[config.mk]
export PLATFORM = sky130hd
export DESIGN_NAME = pwm_timer_ch
export DESIGN_NICKNAME = d
export VERILOG_FILES = /design/src/rtl/pwmt_pkg.sv /design/src/rtl/pwmt_ctrl.sv /design/src/rtl/pwmt_datapath.sv /design/src/rtl/pwm_timer_ch.sv
export SDC_FILE = /design/constraint.sdc
export NUM_CORES = 1
export LEC_CHECK = 0
export BUFFER_PORTS_ARGS = -buffer_cell sky130_fd_sc_hd__buf_2
export CORE_MARGIN = 2
export CORE_UTILIZATION = 30
export DETAILED_ROUTE_END_ITERATION = 10
export PLACE_DENSITY = 0.51
export SLEW_MARGIN = 20
export SYNTH_ARGS = -nofsm -noshare
export SYNTH_HDL_FRONTEND = slang
export SYNTH_SLANG_ARGS = --single-unit
[constraint.sdc]
create_clock -name clk -period 3.65 [get_ports clk]
set_clock_uncertainty 0.1 [all_clocks]
set_input_delay 0.73 -clock clk [delete_from_list [all_inputs] [get_ports clk]]
set_output_delay 0.73 -clock clk [all_outputs]
set_load 0.01 [all_outputs]
[src/rtl/pwmt_pkg.sv]
`timescale 1ns/1ps
package pwmt_pkg;
  localparam int CNT_W   = 16;
  localparam int NUM_CMP = 4;
  localparam int SEL_W   = 3;
  localparam int LVL_W   = 2 * NUM_CMP;

  localparam logic [3:0] MODE_PAIRED = 4'h2;
  localparam logic [3:0] MODE_SPLIT  = 4'h3;

  // Strobes from control to datapath
  typedef struct packed {
    logic             countEn;
    logic             startLoad;
    logic             cntLoad;
    logic [CNT_W-1:0] loadVal;
  } ctlStrobe_t;

  // Static configuration the datapath needs
  typedef struct packed {
    logic [3:0]       mode;
    logic [2:0]       clrSel;
    logic [LVL_W-1:0] lvl;
  } chanCfg_t;
endpackage

[src/rtl/pwmt_ctrl.sv]
`timescale 1ns/1ps
module pwmt_ctrl
  import pwmt_pkg::*;
#(
  parameter int ADDR_W = 3
) (
  input  logic              clk,
  input  logic              rstN,
  input  logic              wrEn,
  input  logic [ADDR_W-1:0] wrAddr,
  input  logic [CNT_W-1:0]  wrData,
  input  logic              tick,
  output chanCfg_t          cfg,
  output logic [CNT_W-1:0]  cmpVal [NUM_CMP],
  output ctlStrobe_t        strobe,
  output logic              run
);
  localparam int DIV_W = 1 << SEL_W;
  localparam int IDX_W = $clog2(NUM_CMP);
  localparam logic [ADDR_W-1:0] ADR_CTRL = ADDR_W'(0);
  localparam logic [ADDR_W-1:0] ADR_LVL  = ADDR_W'(1);
  localparam logic [ADDR_W-1:0] ADR_RUN  = ADDR_W'(2);
  localparam logic [ADDR_W-1:0] ADR_CNT  = ADDR_W'(3);

  logic [SEL_W-1:0] presSel;
  logic [1:0]       edgeSel;
  logic [DIV_W-1:0] divCnt;
  logic             selClk;
  logic             selPrev;
  logic             edgeHit;

  // configuration registers
  always_ff @(posedge clk or negedge rstN) begin
    if (!rstN) begin
      presSel <= '0;
      edgeSel <= '0;
      cfg     <= '0;
      run     <= 1'b0;
      for (int k = 0; k < NUM_CMP; k++) cmpVal[k] <= '0;
    end else if (wrEn) begin
      if (wrAddr == ADR_CTRL) begin
        presSel    <= wrData[SEL_W-1:0];
        edgeSel    <= wrData[4:3];
        cfg.clrSel <= wrData[7:5];
        cfg.mode   <= wrData[11:8];
      end else if (wrAddr == ADR_LVL) begin
        cfg.lvl <= wrData[LVL_W-1:0];
      end else if (wrAddr == ADR_RUN) begin
        run <= wrData[0];
      end else if (wrAddr[ADDR_W-1]) begin
        cmpVal[wrAddr[IDX_W-1:0]] <= wrData;
      end
    end
  end

  // tick divider and edge detector
  assign selClk = divCnt[presSel];

  always_ff @(posedge clk or negedge rstN) begin
    if (!rstN) begin
      divCnt  <= '0;
      selPrev <= 1'b0;
    end else if (!run) begin
      divCnt  <= '0;
      selPrev <= 1'b0;
    end else begin
      if (tick) divCnt <= divCnt + DIV_W'(1);
      selPrev <= selClk;
    end
  end

  always_comb begin
    unique case (edgeSel)
      2'b00:   edgeHit = selClk & ~selPrev;
      2'b01:   edgeHit = ~selClk & selPrev;
      default: edgeHit = selClk ^ selPrev;
    endcase
  end

  // strobes toward the datapath
  always_comb begin
    strobe.countEn   = run & edgeHit;
    strobe.startLoad = wrEn && (wrAddr == ADR_RUN) && wrData[0] && !run;
    strobe.cntLoad   = wrEn && (wrAddr == ADR_CNT);
    strobe.loadVal   = wrData;
  end
endmodule

[src/rtl/pwmt_datapath.sv]
`timescale 1ns/1ps
module pwmt_datapath
  import pwmt_pkg::*;
(
  input  logic             clk,
  input  logic             rstN,
  input  chanCfg_t         cfg,
  input  logic [CNT_W-1:0] cmpVal [NUM_CMP],
  input  ctlStrobe_t       strobe,
  output logic [CNT_W-1:0] cnt,
  output logic [NUM_CMP-1:0] pinOut,
  output logic [NUM_CMP-1:0] pinEn
);
  localparam int IDX_W = $clog2(NUM_CMP);

  logic [NUM_CMP-1:0] match;
  logic [NUM_CMP-1:0] pinState;
  logic [NUM_CMP-1:0] pinNxt;
  logic               clrValid;
  logic [IDX_W-1:0]   clrIdx;
  logic               clrHit;
  logic               isPaired;
  logic               isSplit;

  assign isPaired = (cfg.mode == MODE_PAIRED);
  assign isSplit  = (cfg.mode == MODE_SPLIT);
  assign clrValid = (cfg.clrSel >= 3'd1) && (32'(cfg.clrSel) <= NUM_CMP);
  assign clrIdx   = IDX_W'(cfg.clrSel - 3'd1);
  assign clrHit   = clrValid && match[clrIdx];

  // compare and counter
  for (genvar i = 0; i < NUM_CMP; i++) begin : g_cmp
    assign match[i] = strobe.countEn && (cnt == cmpVal[i]);
  end

  always_ff @(posedge clk or negedge rstN) begin
    if (!rstN)               cnt <= '0;
    else if (strobe.cntLoad) cnt <= strobe.loadVal;
    else if (strobe.countEn) cnt <= clrHit ? '0 : cnt + CNT_W'(1);
  end

  // per-pin waveform logic
  for (genvar i = 0; i < NUM_CMP; i++) begin : g_pin
    localparam bit LEAD = (i % 2) == 0;
    localparam int PART = LEAD ? i + 1 : i;
    logic initLvl, hitLvl, partLvl, nxtBit, enBit;

    assign initLvl = cfg.lvl[2*i];
    assign hitLvl  = cfg.lvl[2*i+1];
    assign partLvl = cfg.lvl[2*PART+1];

    always_comb begin
      nxtBit = pinState[i];
      if (strobe.startLoad) begin
        nxtBit = initLvl;
      end else if (isPaired) begin
        if (LEAD) begin
          if (match[PART])   nxtBit = partLvl;
          else if (match[i]) nxtBit = hitLvl;
        end
      end else if (isSplit) begin
        if (clrHit)        nxtBit = initLvl;
        else if (match[i]) nxtBit = hitLvl;
      end
    end

    always_comb begin
      if (isPaired)     enBit = LEAD;
      else if (isSplit) enBit = !(clrValid && (clrIdx == IDX_W'(i)));
      else              enBit = 1'b0;
    end

    assign pinNxt[i] = nxtBit;
    assign pinEn[i]  = enBit;
  end

  always_ff @(posedge clk or negedge rstN) begin
    if (!rstN) pinState <= '0;
    else       pinState <= pinNxt;
  end

  assign pinOut = pinState & pinEn;
endmodule

[src/rtl/pwm_timer_ch.sv]
`timescale 1ns/1ps
module pwm_timer_ch
  import pwmt_pkg::*;
(
  input  logic         clk,
  input  logic         rstN,
  input  logic         wrEn,
  input  logic [2:0]   wrAddr,
  input  logic [15:0]  wrData,
  input  logic         tick,
  output logic [15:0]  cntOut,
  output logic [3:0]   pinOut,
  output logic [3:0]   pinEn
);
  chanCfg_t         cfg;
  ctlStrobe_t       strobe;
  logic             run;
  logic [CNT_W-1:0] cmpVal [NUM_CMP];

  pwmt_ctrl #(.ADDR_W(3)) u_ctrl (
    .clk(clk), .rstN(rstN), .wrEn(wrEn), .wrAddr(wrAddr), .wrData(wrData),
    .tick(tick), .cfg(cfg), .cmpVal(cmpVal), .strobe(strobe), .run(run)
  );

  pwmt_datapath u_dp (
    .clk(clk), .rstN(rstN), .cfg(cfg), .cmpVal(cmpVal), .strobe(strobe),
    .cnt(cntOut), .pinOut(pinOut), .pinEn(pinEn)
  );
endmodule

==> results of run 1 <==
-- power by group through the flow --
stage | Combinational [mW] | Clock (mW) | Sequential (mW)
final | 1.11 | 1.83 | 1.93
after global routing | 1.22 | 1.92 | 1.97
after CTS | 1.12 | 1.86 | 1.93
after detailed placement | 1.11 | 0 | 1.95
after global placement | 1.10 | 0 | 1.94
after floorplan | 0.989 | 0 | 1.74
-- per-stage QoR --
stage | cell area (µm²) | power [mW] | instances | utilization | hold slack (ps)
detailed placement | 6570 | 3.06 | 841 | 0.326 | 402
floorplan | 6150 | 2.73 | 555 | - | 334
finish | 7230 | 4.87 | 874 | 0.358 | 217
global route | 7230 | 5.11 | 874 | 0.358 | 260
CTS | 7220 | 4.91 | 873 | 0.358 | 239
global placement | 6570 | 3.04 | 841 | 0.326 | 395
-- sequential cells by signal, summed over array words and instances, names as in the netlist --
register        cells
u_ctrl.edgeSel      2
u_dp.cnt           16
u_ctrl.run          1
u_ctrl.presSel      3
u_dp.pinState       4
u_ctrl.cfg         15
u_ctrl.cmpVal      64
u_ctrl.selPrev      1
u_ctrl.divCnt       8
-- how the worst max path moves through the flow --
stage,start,end,slack (ps),cells after the start
after floorplan,u_ctrl.presSel[0]$_DFFE_PN0P_,u_dp.cnt[14]$_DFFE_PN0P_,610,12
final,u_ctrl.presSel[0]$_DFFE_PN0P_,u_dp.cnt[14]$_DFFE_PN0P_,350,11
after CTS,u_ctrl.presSel[0]$_DFFE_PN0P_,u_dp.cnt[14]$_DFFE_PN0P_,340,11
after detailed placement,u_ctrl.presSel[0]$_DFFE_PN0P_,u_dp.cnt[14]$_DFFE_PN0P_,370,11
after global placement,u_ctrl.presSel[0]$_DFFE_PN0P_,u_dp.cnt[14]$_DFFE_PN0P_,500,11
after global routing,u_ctrl.presSel[0]$_DFFE_PN0P_,u_dp.cnt[14]$_DFFE_PN0P_,130,11
-- cell type report --
type | count | area (µm²) | area share
Inverter | 10 | 37.5 | 0.00519
Clock buffer | 18 | 439 | 0.0608
Tap cell | 270 | 338 | 0.0467
Sequential cell | 114 | 2850 | 0.395
Multi-Input combinational cell | 390 | 3010 | 0.416
Timing Repair Buffer | 58 | 339 | 0.0469
Clock inverter | 14 | 211 | 0.0293
-- cell usage after synthesis, types with 11 or more instances --
library cell / count
a21oi_1: 23
a31oi_1: 11
nand2_1: 26
mux2_2: 80
buf_4: 15
nor2_1: 33
o21ai_0: 23
nand4_1: 22
dfrtp_1: 114
clkbuf_1: 16
xnor2_1: 65
nand3_1: 13
-- worst max-delay path, delay by kind of cell, from the launching register on --
kind                     cells  cell delay [ps]
AO/OA/AOI/OAI                3              580
AND/OR/NAND/NOR              3              800
buffers and inverters        1               80
flip-flops                   1              420
adder cells (fa/ha/maj)      1              180
multiplexers                 3             1060
-- kinds of logic after synthesis --
family                     count (synthesis)  synth area share
AOI/OAI and AO/OA                         80            0.0789
xor gates and xnor gates                  70            0.0997
adders and majority gates                 10            0.0203
buffers and inverters                     51            0.0482
DFF                                      114             0.464
muxes                                     89             0.168
and+or+nand+nor                          141             0.121
-- layer usage --
layer | global-route usage | up-vias | routed length (µm)
met1 | 0.215 | 2219 | 7790
met4 | 0.0510 | 0 | 270
li1 | - | 2027 | -
met2 | 0.263 | 114 | 8080
met5 | 0 | - | 0
met3 | 0.0401 | 27 | 650
==> impl_results.md, run 1 <==
- Grt ovf: 0
- Initial Utilization: 0.305
- Flops & latches, synth: between 100 and 150
- Largest net degree at the start of global routing: 51
- Std cell rows: 52
- Initial antenna violation count: 1
- DP HPWL: 12100 µm
- Crit path largest cell delay: 530 ps
- FF-to-FF Start: u_ctrl.presSel[0]$_DFFE_PN0P_
- Status: complete, no violations
- Most common cell after layout, fill and taps aside: dfrtp_1
- Latest clock arrival within the worst-skew pair: 420 ps
- CP cell instances: mux4_2 -> mux2i_1 -> inv_1 -> ha_1 -> mux2_4 -> o211a_4 -> and2_4 -> nand2b_1 -> o22ai_1 -> or4_1 -> a31oi_1
- Psw: 1.51 mW
- Vias after detailed routing: around 4400
- Max Cap Violations: 0
- Min Tclk post-route: around 3300 ps
- Boundary Pins: 47
- Clock share of power: 0.376
- Worst Reg2Reg Path Length in Cells: 11
- R2R Setup Slk: between 300 and 400 ps
- Vias in the first global route: around 4600
- Crit start category: register
- Core outline area: 0.0202 mm²
- Die ar.: around 0.022 mm²
- Vias per std cell: between 5 and 6
- Main synth FF type: dfrtp_1
- Dominant cell type by area after synthesis: dfrtp_1
- Mapped Cells: between 500 and 600
- N_diodes: 0
- Share of post-route cells with drive strength above 1: 0.301
- DRC: 0
- Pins Over Slew Limit: 0
- CTS tree: yes
- Final worst path period share: 0.905
- Final setup TNS: 0 ps
- Count of final hold-check violations: 0
- Mean Syn Cell Area: between 10 and 15 µm²
- Unrepaired setup endpoints after global routing: false
- Die W: ~150 µm
- Clk slew on worst S/H paths: 60 ps
- CP max-delay cell: mux4_2
- Min-Delay Path Class: in -> async
- Total track usage: 0.162
- H-tree Lvls: 4
- Arrival time worst endpoint: 3530 ps
- Setup crit end kind: register
- Cell area after synthesis: between 0.006 and 0.007 mm²
- Share of flip-flops with an asynchronous set or reset: 1.00
- CTS Hold Buffers Added: 0
- Synthesized Nets: approximately 590
- Routed len/inst: approximately 19 µm
- PD cells: slightly below 700 mW/mm²
- Clock Tree Buf Depth: 2
- Max IR drop VDD: ~0.26 mV
- Port Buffers: 46
- Area growth, synth to finish: 17.5%
- Setup violators final: 0
- Gate power share: 0.228
- Post_cts resized: 0
- 1st-iter DRT viols: about 340
- Max_slew headroom: 0.317
- Crit path max fanout: 15
- Switching Fraction: 0.311
- WP data required: between 3000 and 4000 ps
- Synth warn: 0
- Worst setup margin: between 300 and 400 ps
- RR Endpoint: u_dp.cnt[14]$_DFFE_PN0P_
- Peak Freq: roughly 300 MHz
- Total wire length: roughly 17000 µm
- Distinct cell type count after synthesis: 46
- Post-synth EDFFs: 0
- First-pass GRT wire length: between 20000 and 30000 µm
- Most frequent cells in the layout: dfrtp_1 (114), mux2_2 (80), xnor2_1 (65)
- Setup Slack @ Placement: about 370 ps
- Num Clock Sinks: 114
- Sequential area share after synthesis: 0.464
- Worst Max-Slew Pin Slew: roughly 1000 ps
- Total CTS buffers: 17
- Final #Nets: 624
- Ranking of synthesized cells by area: dfrtp_1 (46%), mux2_2 (15%), xnor2_1 (9.3%)
- Die H: ~150 µm
- Post-synth top area share: 0.464
- FILL cells: approximately 2000
- Placer Congestion: 0.875
- CTS root buf: clkbuf_16
- First drt pass iteration count: 5
- LEAKAGE: between 2 and 3 nW
- Final ANT Viol Nets: 0
- Post-CTS setup buffers: 0
- Int Pwr: between 3 and 4 mW
- CP Class: reg -> reg
- Sequential share of power: 0.396
Power figures use the tool's default switching activity.
==> inputs of run 2 (changes only) <==
--- a/config.mk
+++ b/config.mk
@@ -5,11 +5,14 @@
 export SDC_FILE = /design/constraint.sdc
 export NUM_CORES = 1
 export LEC_CHECK = 0
+export ABC_AREA = 1
 export BUFFER_PORTS_ARGS = -buffer_cell sky130_fd_sc_hd__buf_2
+export CORE_ASPECT_RATIO = 1.4
 export CORE_MARGIN = 2
 export CORE_UTILIZATION = 30
 export DETAILED_ROUTE_END_ITERATION = 10
-export PLACE_DENSITY = 0.51
+export GPL_ROUTABILITY_DRIVEN = 1
+export PLACE_DENSITY = 0.5
 export SLEW_MARGIN = 20
 export SYNTH_ARGS = -nofsm -noshare
 export SYNTH_HDL_FRONTEND = slang
==> impl_results.md, run 2 <==
- Final ANT Viol Nets: 0 (unchanged)
- Count of final hold-check violations: 0 (unchanged)
- GR peak layer: met2 (unchanged)
- Initial antenna violation count: 0 (was 1)
- Min-Delay Path Class: in -> async (unchanged)
- Most common cell after layout, fill and taps aside: nand2_1 (was dfrtp_1)
- Area growth, synth to finish: 17.0% (was 17.5%)
- Max Cap Violations: 0 (unchanged)
- Num Clock Sinks: 114 (unchanged)
- Final #Nets: 907 (was 624)
- R2R Setup Slk: 400 ps (was 350 ps)
- Port Buffers: 46 (unchanged)
- CP cell instances: inv_1 -> a21oi_1 -> o21ai_0 -> nand2_1 -> inv_1 -> o21ai_0 -> ha_1 -> nand2_1 -> nand3_1 -> nor2_1 -> nand4_1 -> nand3_2 -> nand3_4 -> nand2_1 -> o211ai_1 (was mux4_2 -> mux2i_1 -> inv_1 -> ha_1 -> mux2_4 -> o211a_4 -> and2_4 -> nand2b_1 -> o22ai_1 -> or4_1 -> a31oi_1)
- Vias after detailed routing: 5324 (was 4387)
- GR Util met2: 0.320 (was 0.263)
- RR Endpoint: u_dp.cnt[5]$_DFFE_PN0P_ (was u_dp.cnt[14]$_DFFE_PN0P_)
- CTS Hold Buffers Added: 0 (unchanged)
- Max IR drop VDD: 0.373 mV (was 0.261 mV)
- Setup crit end kind: register (unchanged)
- Distinct cell type count after synthesis: 35 (was 46)
- CP max-delay cell: nand2_1 (was mux4_2)
- Top post-synthesis cells by count: nand2_1 (233), dfrtp_1 (114), inv_1 (95), o21ai_0 (95), nor2_1 (79) (was dfrtp_1 (114), mux2_2 (80), xnor2_1 (65))
- Synthesized Nets: 872 (was 588)
- Status: complete, no violations (unchanged)
- Cell area after synthesis: 0.00637 mm² (was 0.00615 mm²)
- First-pass GRT wire length: 29500 µm (was 26700 µm)
- Biggest regs: u_ctrl.cmpVal: 64 flops, u_dp.cnt: 16 flops, u_ctrl.cfg: 15 flops (unchanged)
- Post_cts resized: 0 (unchanged)
- Core outline area: 0.0210 mm² (was 0.0202 mm²)
- Worst Max-Slew Pin Slew: 770 ps (was 1020 ps)
- Worst setup margin: 396 ps (was 347 ps)
- Post-synth top area share: 0.448 (was 0.464)
- Most frequent cell after synthesis: nand2_1 (was dfrtp_1)
- Crit path max fanout: 13 (was 15)
- CTS tree: yes (unchanged)
- Mean Syn Cell Area: 7.59 µm² (was 11.1 µm²)
- Unrepaired setup endpoints after global routing: false (unchanged)
- Clk slew on worst S/H paths: 60 ps (about the same)
- Largest net degree at the start of global routing: 75 (was 51)
- Largest register FFs: 64 (unchanged)
- Met3 Usage GRT: 0.0303 (was 0.0401)
- Post-CTS setup buffers: 0 (unchanged)
- M1 GR Usage: 0.199 (was 0.215)
- PD cells: 739 mW/mm² (was 674 mW/mm²)
- N_diodes: 0 (unchanged)
- 1st-iter DRT viols: 337 (was 339)
- Mapped Cells: 839 (was 555)
- LEAKAGE: 3.70 nW (was 2.94 nW)
- Final setup TNS: 0 ps (unchanged)
- Setup violators final: 0 (unchanged)
- DP HPWL: 13100 µm (was 12100 µm)
- Vias in the first global route: 5293 (was 4556)
- Worst Reg2Reg Path Length in Cells: 15 (was 11)
- Synth warn: 0 (unchanged)
- Placer Congestion: 0.912 (was 0.875)
- Clock Tree Buf Depth: 2 (unchanged)
- Max_slew headroom: 0.486 (was 0.317)
- Setup Slack @ Placement: 429 ps (was 371 ps)
- H-tree Lvls: 4 (unchanged)
- Min Tclk post-route: 3250 ps (was 3300 ps)
- Peak Freq: 307 MHz (was 303 MHz)
- Fin cells: 1146 (was 874)
- Main synth FF type: dfrtp_1 (unchanged)
- Die ar.: 0.0224 mm² (was 0.0217 mm²)
- Final Hold Slack: 201 ps (was 217 ps)
- FF-to-FF Start: u_ctrl.presSel[0]$_DFFE_PN0P_ (unchanged)
- Std cell rows: 63 (was 52)
- Vias per std cell: 4.65 (was 5.02)
- Dominant cell type by area after synthesis: dfrtp_1 (unchanged)
- Pins Over Slew Limit: 0 (unchanged)
- Flops & latches, synth: 114 (unchanged)
- Most frequent cells in the layout: nand2_1 (232), dfrtp_1 (114), inv_1 (95), o21ai_0 (95), nor2_1 (78) (was dfrtp_1 (114), mux2_2 (80), xnor2_1 (65))
- Boundary Pins: 47 (unchanged)
- Total wire length: 18200 µm (was 16800 µm)
- Placed insts: 1115 (was 841)
- Final instance area: 0.00745 mm² (was 0.00723 mm²)
- Arrival time worst endpoint: 3440 ps (was 3530 ps)
- First drt pass iteration count: 4 (was 5)
- Grt ovf: 0 (unchanged)
- Total track usage: 0.173 (was 0.162)
- Crit start category: register (unchanged)
- Total CTS buffers: 17 (unchanged)
- Latest clock arrival within the worst-skew pair: 430 ps (was 420 ps)
- Ranking of synthesized cells by area: dfrtp_1 (45%), nand2_1 (14%), o21ai_0 (7.5%) (was dfrtp_1 (46%), mux2_2 (15%), xnor2_1 (9.3%))
- Crit path largest cell delay: 440 ps (was 530 ps)
- Post-DP Area: 0.00680 mm² (was 0.00657 mm²)
- Initial Utilization: 0.303 (was 0.305)
- DRC: 0 (unchanged)
- CP Class: reg -> reg (unchanged)
- Post-synth EDFFs: 0 (unchanged)
- Top reg by flops: u_ctrl.cmpVal (unchanged)
- Sequential area share after synthesis: 0.448 (was 0.464)
- Final worst path period share: 0.892 (was 0.905)
- Die W: 127 µm (was 147 µm)
- CTS root buf: clkbuf_16 (unchanged)
- Share of flip-flops with an asynchronous set or reset: 1.00 (unchanged)
- Die H: 176 µm (was 147 µm)
- WP data required: 3840 ps (was 3880 ps)
- Routed len/inst: 15.9 µm (was 19.2 µm)
- Worst path most repeated cell: nand2_1
- Share of post-route cells with drive strength above 1: 0.123 (was 0.301)
==> run 2: changes by cell type after synthesis, moves of 10 or more <==
cell      change
xnor2_1      -46
inv_1        +85
a31oi_1      -11
nor2_1       +46
o22ai_1      +11
nand2_1     +207
xor2_1       +21
nand3_1      +14
mux2_2       -80
inv_2        +11
o21bai_1     +10
o21ai_0      +72
==> run 2: how the worst max path moves through the flow <==
stage                             startpoint  slack (ps)                           end
2_1_floorplan  u_ctrl.presSel[0]$_DFFE_PN0P_        1110  u_dp.pinState[1]$_DFFE_PN0P_
3_3_place_gp   u_ctrl.presSel[0]$_DFFE_PN0P_         530       u_dp.cnt[5]$_DFFE_PN0P_
3_5_place_dp   u_ctrl.presSel[0]$_DFFE_PN0P_         430       u_dp.cnt[5]$_DFFE_PN0P_
4_1_cts        u_ctrl.presSel[0]$_DFFE_PN0P_         410       u_dp.cnt[5]$_DFFE_PN0P_
5_1_grt        u_ctrl.presSel[0]$_DFFE_PN0P_          30       u_dp.cnt[5]$_DFFE_PN0P_
6_report       u_ctrl.presSel[0]$_DFFE_PN0P_         400       u_dp.cnt[5]$_DFFE_PN0P_
==> run 2: cell families after synthesis <==
family	synth area share
flops	0.448
compound gates	0.129
simple gates	0.249
buf+inv	0.0931
xor+xnor	0.0619
fa+ha+maj	0.0196
==> run 2: per-layer routing <==
metal,share of wire,routed length (µm),up-vias
li1,-,-,2729
met5,0,0,-
met1,0.42,7580,2496
met4,0.022,407,0
met3,0.029,523,25
met2,0.53,9720,74
==> run 2: through the flow <==
stage	util	total power, mW
2_1_floorplan	-	3.12
3_3_place_gp	0.323	3.68
3_5_place_dp	0.323	3.69
4_1_cts	0.354	5.57
5_1_grt	0.354	5.90
6_report	0.354	5.50
==> run 2: area by class of cell <==
type | instances | area (µm²)
clock buffer | 21 | 470
clock inverter | 10 | 180
fill | 2227 | 13600
inverter | 107 | 402
multi-input combinational | 582 | 2930
sequential | 114 | 2850
tap | 260 | 325
timing repair buffer | 52 | 290
==> run 2: worst max-delay path: cells and delay by family, from the launching register on <==
kind | cells | cell delay, ps
simple gates | 8 | 1560
flops | 1 | 410
fa+ha+maj | 1 | 290
compound gates | 4 | 610
buf+inv | 2 | 130
==> run 2: power by group <==
part / internal (mW) / leakage, nW / switching (mW)
registers: 1.55 / 1.43 / 0.382
logic: 0.655 / 1.95 / 1.06
clock network: 1.26 / 0.315 / 0.601
total: 3.46 / 3.70 / 2.04
==> inputs of run 3 (changes only) <==
--- a/config.mk
+++ b/config.mk
@@ -5,14 +5,13 @@
 export SDC_FILE = /design/constraint.sdc
 export NUM_CORES = 1
 export LEC_CHECK = 0
-export ABC_AREA = 1
 export BUFFER_PORTS_ARGS = -buffer_cell sky130_fd_sc_hd__buf_2
 export CORE_ASPECT_RATIO = 1.4
 export CORE_MARGIN = 2
 export CORE_UTILIZATION = 30
 export DETAILED_ROUTE_END_ITERATION = 10
 export GPL_ROUTABILITY_DRIVEN = 1
-export PLACE_DENSITY = 0.5
+export PLACE_DENSITY = 0.51
 export SLEW_MARGIN = 20
 export SYNTH_ARGS = -nofsm -noshare
 export SYNTH_HDL_FRONTEND = slang
==> impl_results.md, run 3 (same netlist as run 1, synthesis figures left out) <==
- Status: complete, no violations (unchanged)
- Crit path max fanout: 15 (was 13)
- Pins Over Slew Limit: 0 (unchanged)
- Buf+Inv Stages, Crit Path: 1 (was 2)
- Count of final hold-check violations: 0 (unchanged)
- CTS root buf: clkbuf_16 (unchanged)
- LEAKAGE: 2.97 nW (was 3.70 nW)
- Max IR drop VDD: 0.338 mV (was 0.373 mV)
- Worst Max-Slew Pin Slew: 827 ps (was 770 ps)
- Largest register FFs: 64 (unchanged)
- First drt pass iteration count: 4 (unchanged)
- Cell family with most CP delay: multiplexers (was simple AND/OR/NAND/NOR gates)
- Core outline area: 0.0203 mm² (was 0.0210 mm²)
- Vias after detailed routing: 4380 (was 5324)
- Share of post-route cells with drive strength above 1: 0.306 (was 0.123)
- Die W: 125 µm (was 127 µm)
- PD cells: 678 mW/mm² (was 739 mW/mm²)
- CTS tree: yes (unchanged)
- Setup Slack @ Placement: 444 ps (was 429 ps)
- Max Cap Violations: 0 (unchanged)
- CP max-delay cell: or4_1 (was nand2_1)
- Top reg by flops: u_ctrl.cmpVal (unchanged)
- Initial antenna violation count: 1 (was 0)
- Crit start category: register (unchanged)
- Placer Congestion: 0.929 (was 0.912)
- Vias per std cell: 5.07 (was 4.65)
- FILL cells: 2022 (was 2227)
- Vias in the first global route: 4643 (was 5293)
- Setup crit end kind: register (unchanged)
- Die H: 173 µm (was 176 µm)
- Total wire length: 16900 µm (was 18200 µm)
- Peak Freq: 310 MHz (was 307 MHz)
- Crit path largest cell delay: 490 ps (was 440 ps)
- Unrepaired setup endpoints after global routing: false (unchanged)
- Post_cts resized: 0 (unchanged)
- Min Tclk post-route: 3220 ps (was 3250 ps)
- Area growth, synth to finish: 18.1% (was 17.0%)
- Total track usage: 0.162 (was 0.173)
- Post-CTS setup buffers: 0 (unchanged)
- Most frequent cells in the layout: dfrtp_1 (114), mux2_2 (80), xnor2_1 (65) (was nand2_1 (232), dfrtp_1 (114), inv_1 (95), o21ai_0 (95), nor2_1 (78))
- DP HPWL: 12400 µm (was 13100 µm)
- Die ar.: 0.0217 mm² (was 0.0224 mm²)
- Max_slew headroom: 0.443 (was 0.486)
- Final ANT Viol Nets: 0 (unchanged)
- CP Class: reg -> reg (unchanged)
- H-tree Lvls: 4 (unchanged)
- Min-Delay Path Class: in -> async (unchanged)
- Port Buffers: 46 (unchanged)
- CP cell instances: mux4_2 -> mux2i_1 -> inv_1 -> ha_1 -> mux2_4 -> o211a_4 -> and2_4 -> nand2_1 -> o22ai_1 -> or4_1 -> a31oi_1 (was inv_1 -> a21oi_1 -> o21ai_0 -> nand2_1 -> inv_1 -> o21ai_0 -> ha_1 -> nand2_1 -> nand3_1 -> nor2_1 -> nand4_1 -> nand3_2 -> nand3_4 -> nand2_1 -> o211ai_1)
- Arrival time worst endpoint: 3460 ps (was 3440 ps)
- First-pass GRT wire length: 26700 µm (was 29500 µm)
- N_diodes: 0 (unchanged)
- Grt ovf: 0 (unchanged)
- 1st-iter DRT viols: 240 (was 337)
- Initial Utilization: 0.303 (about the same)
- Total CTS buffers: 17 (unchanged)
- Biggest regs: u_ctrl.cmpVal: 64 flops, u_dp.cnt: 16 flops, u_ctrl.cfg: 15 flops (unchanged)
- Clk slew on worst S/H paths: 60 ps (about the same)
- Most common cell after layout, fill and taps aside: dfrtp_1 (was nand2_1)
- Setup violators final: 0 (unchanged)
- R2R Setup Slk: 430 ps (was 400 ps)
- Final worst path period share: 0.883 (was 0.892)
- Routed len/inst: 19.6 µm (was 15.9 µm)
- Std cell rows: 62 (was 63)
- DRC: 0 (unchanged)
- Boundary Pins: 47 (unchanged)
- Latest clock arrival within the worst-skew pair: 420 ps (was 430 ps)
- Num Clock Sinks: 114 (unchanged)
- CTS Hold Buffers Added: 0 (unchanged)
- Final #Nets: 628 (was 907)
- Final setup TNS: 0 ps (unchanged)
- WP data required: 3890 ps (was 3840 ps)
- Largest net degree at the start of global routing: 61 (was 75)
- Clock Tree Buf Depth: 2 (unchanged)
- Worst setup margin: 427 ps (was 396 ps)
[run 3: cell count changes in the layout (fill, tap and decap cells not counted), moves of 10 or more]
cell / before / now
nand2_1: 232 / 26
inv_1: 95 / 10
mux2_2: 0 / 80
o21ai_0: 95 / 23
xnor2_1: 19 / 65
nor2_1: 78 / 33
xor2_1: 26 / 5
nand3_1: 27 / 13
a31oi_1: 0 / 11
inv_2: 11 / 0
o22ai_1: 12 / 1
o21bai_1: 10 / 0
[run 3: path summary, 6_finish.rpt]
path                                                   start                       endpoint  cells past startpoint
worst max register to register  u_ctrl.divCnt[0]$_DFFE_PN0P_       u_dp.cnt[14]$_DFFE_PN0P_                     11
max in group asynchronous                               rstN  u_ctrl.cmpVal[18]$_DFFE_PN0P_                      2
worst max-delay path            u_ctrl.divCnt[0]$_DFFE_PN0P_       u_dp.cnt[14]$_DFFE_PN0P_                     11
min in group clk                  u_ctrl.cfg[14]$_DFFE_PN0P_     u_ctrl.cfg[14]$_DFFE_PN0P_                      1
worst min-delay path                                    rstN   u_ctrl.divCnt[0]$_DFFE_PN0P_                      1
worst min register to register    u_ctrl.cfg[14]$_DFFE_PN0P_     u_ctrl.cfg[14]$_DFFE_PN0P_                      1
[run 3: metrics by stage]
| step | util | power [mW] | cell area [µm²] | cells | hold WS [ps] |
|---|---|---|---|---|---|
| 6_report | 0.357 | 4.92 | 7260 | 864 | 267 |
| 5_1_grt | 0.357 | 5.18 | 7260 | 864 | 324 |
| 4_1_cts | 0.356 | 4.97 | 7240 | 862 | 287 |
| 3_5_place_dp | 0.323 | 3.09 | 6570 | 830 | 403 |
| 3_3_place_gp | 0.323 | 3.07 | 6570 | 830 | 396 |
| 2_1_floorplan | - | 2.73 | 6150 | 555 | 334 |
[run 3: cell type report]
| type | instances | area (µm²) | share of cell area |
|---|---|---|---|
| clock buffer | 18 | 439 | 0.0605 |
| clock inverter | 14 | 225 | 0.0310 |
| inverter | 10 | 37.5 | 0.00517 |
| timing repair buffer | 62 | 377 | 0.0519 |
| multi-input combinational | 390 | 3010 | 0.415 |
| sequential | 114 | 2850 | 0.393 |
| tap | 256 | 320 | 0.0441 |
[run 3: report_power, final]
part	leakage [nW]	switching (mW)	internal, mW
Combinational	1.28	0.555	0.604
Sequential	1.37	0.361	1.54
Clock	0.314	0.625	1.24
Total	2.97	1.54	3.38
[run 3: routing by layer]
| layer | wire length, µm | part of all wire | global-route usage |
|---|---|---|---|
| met1 | 6660 | 0.39 | 0.183 |
| met2 | 8980 | 0.53 | 0.286 |
| met3 | 679 | 0.040 | 0.0373 |
| met4 | 620 | 0.037 | 0.0796 |
| met5 | 0 | 0 | 0 |
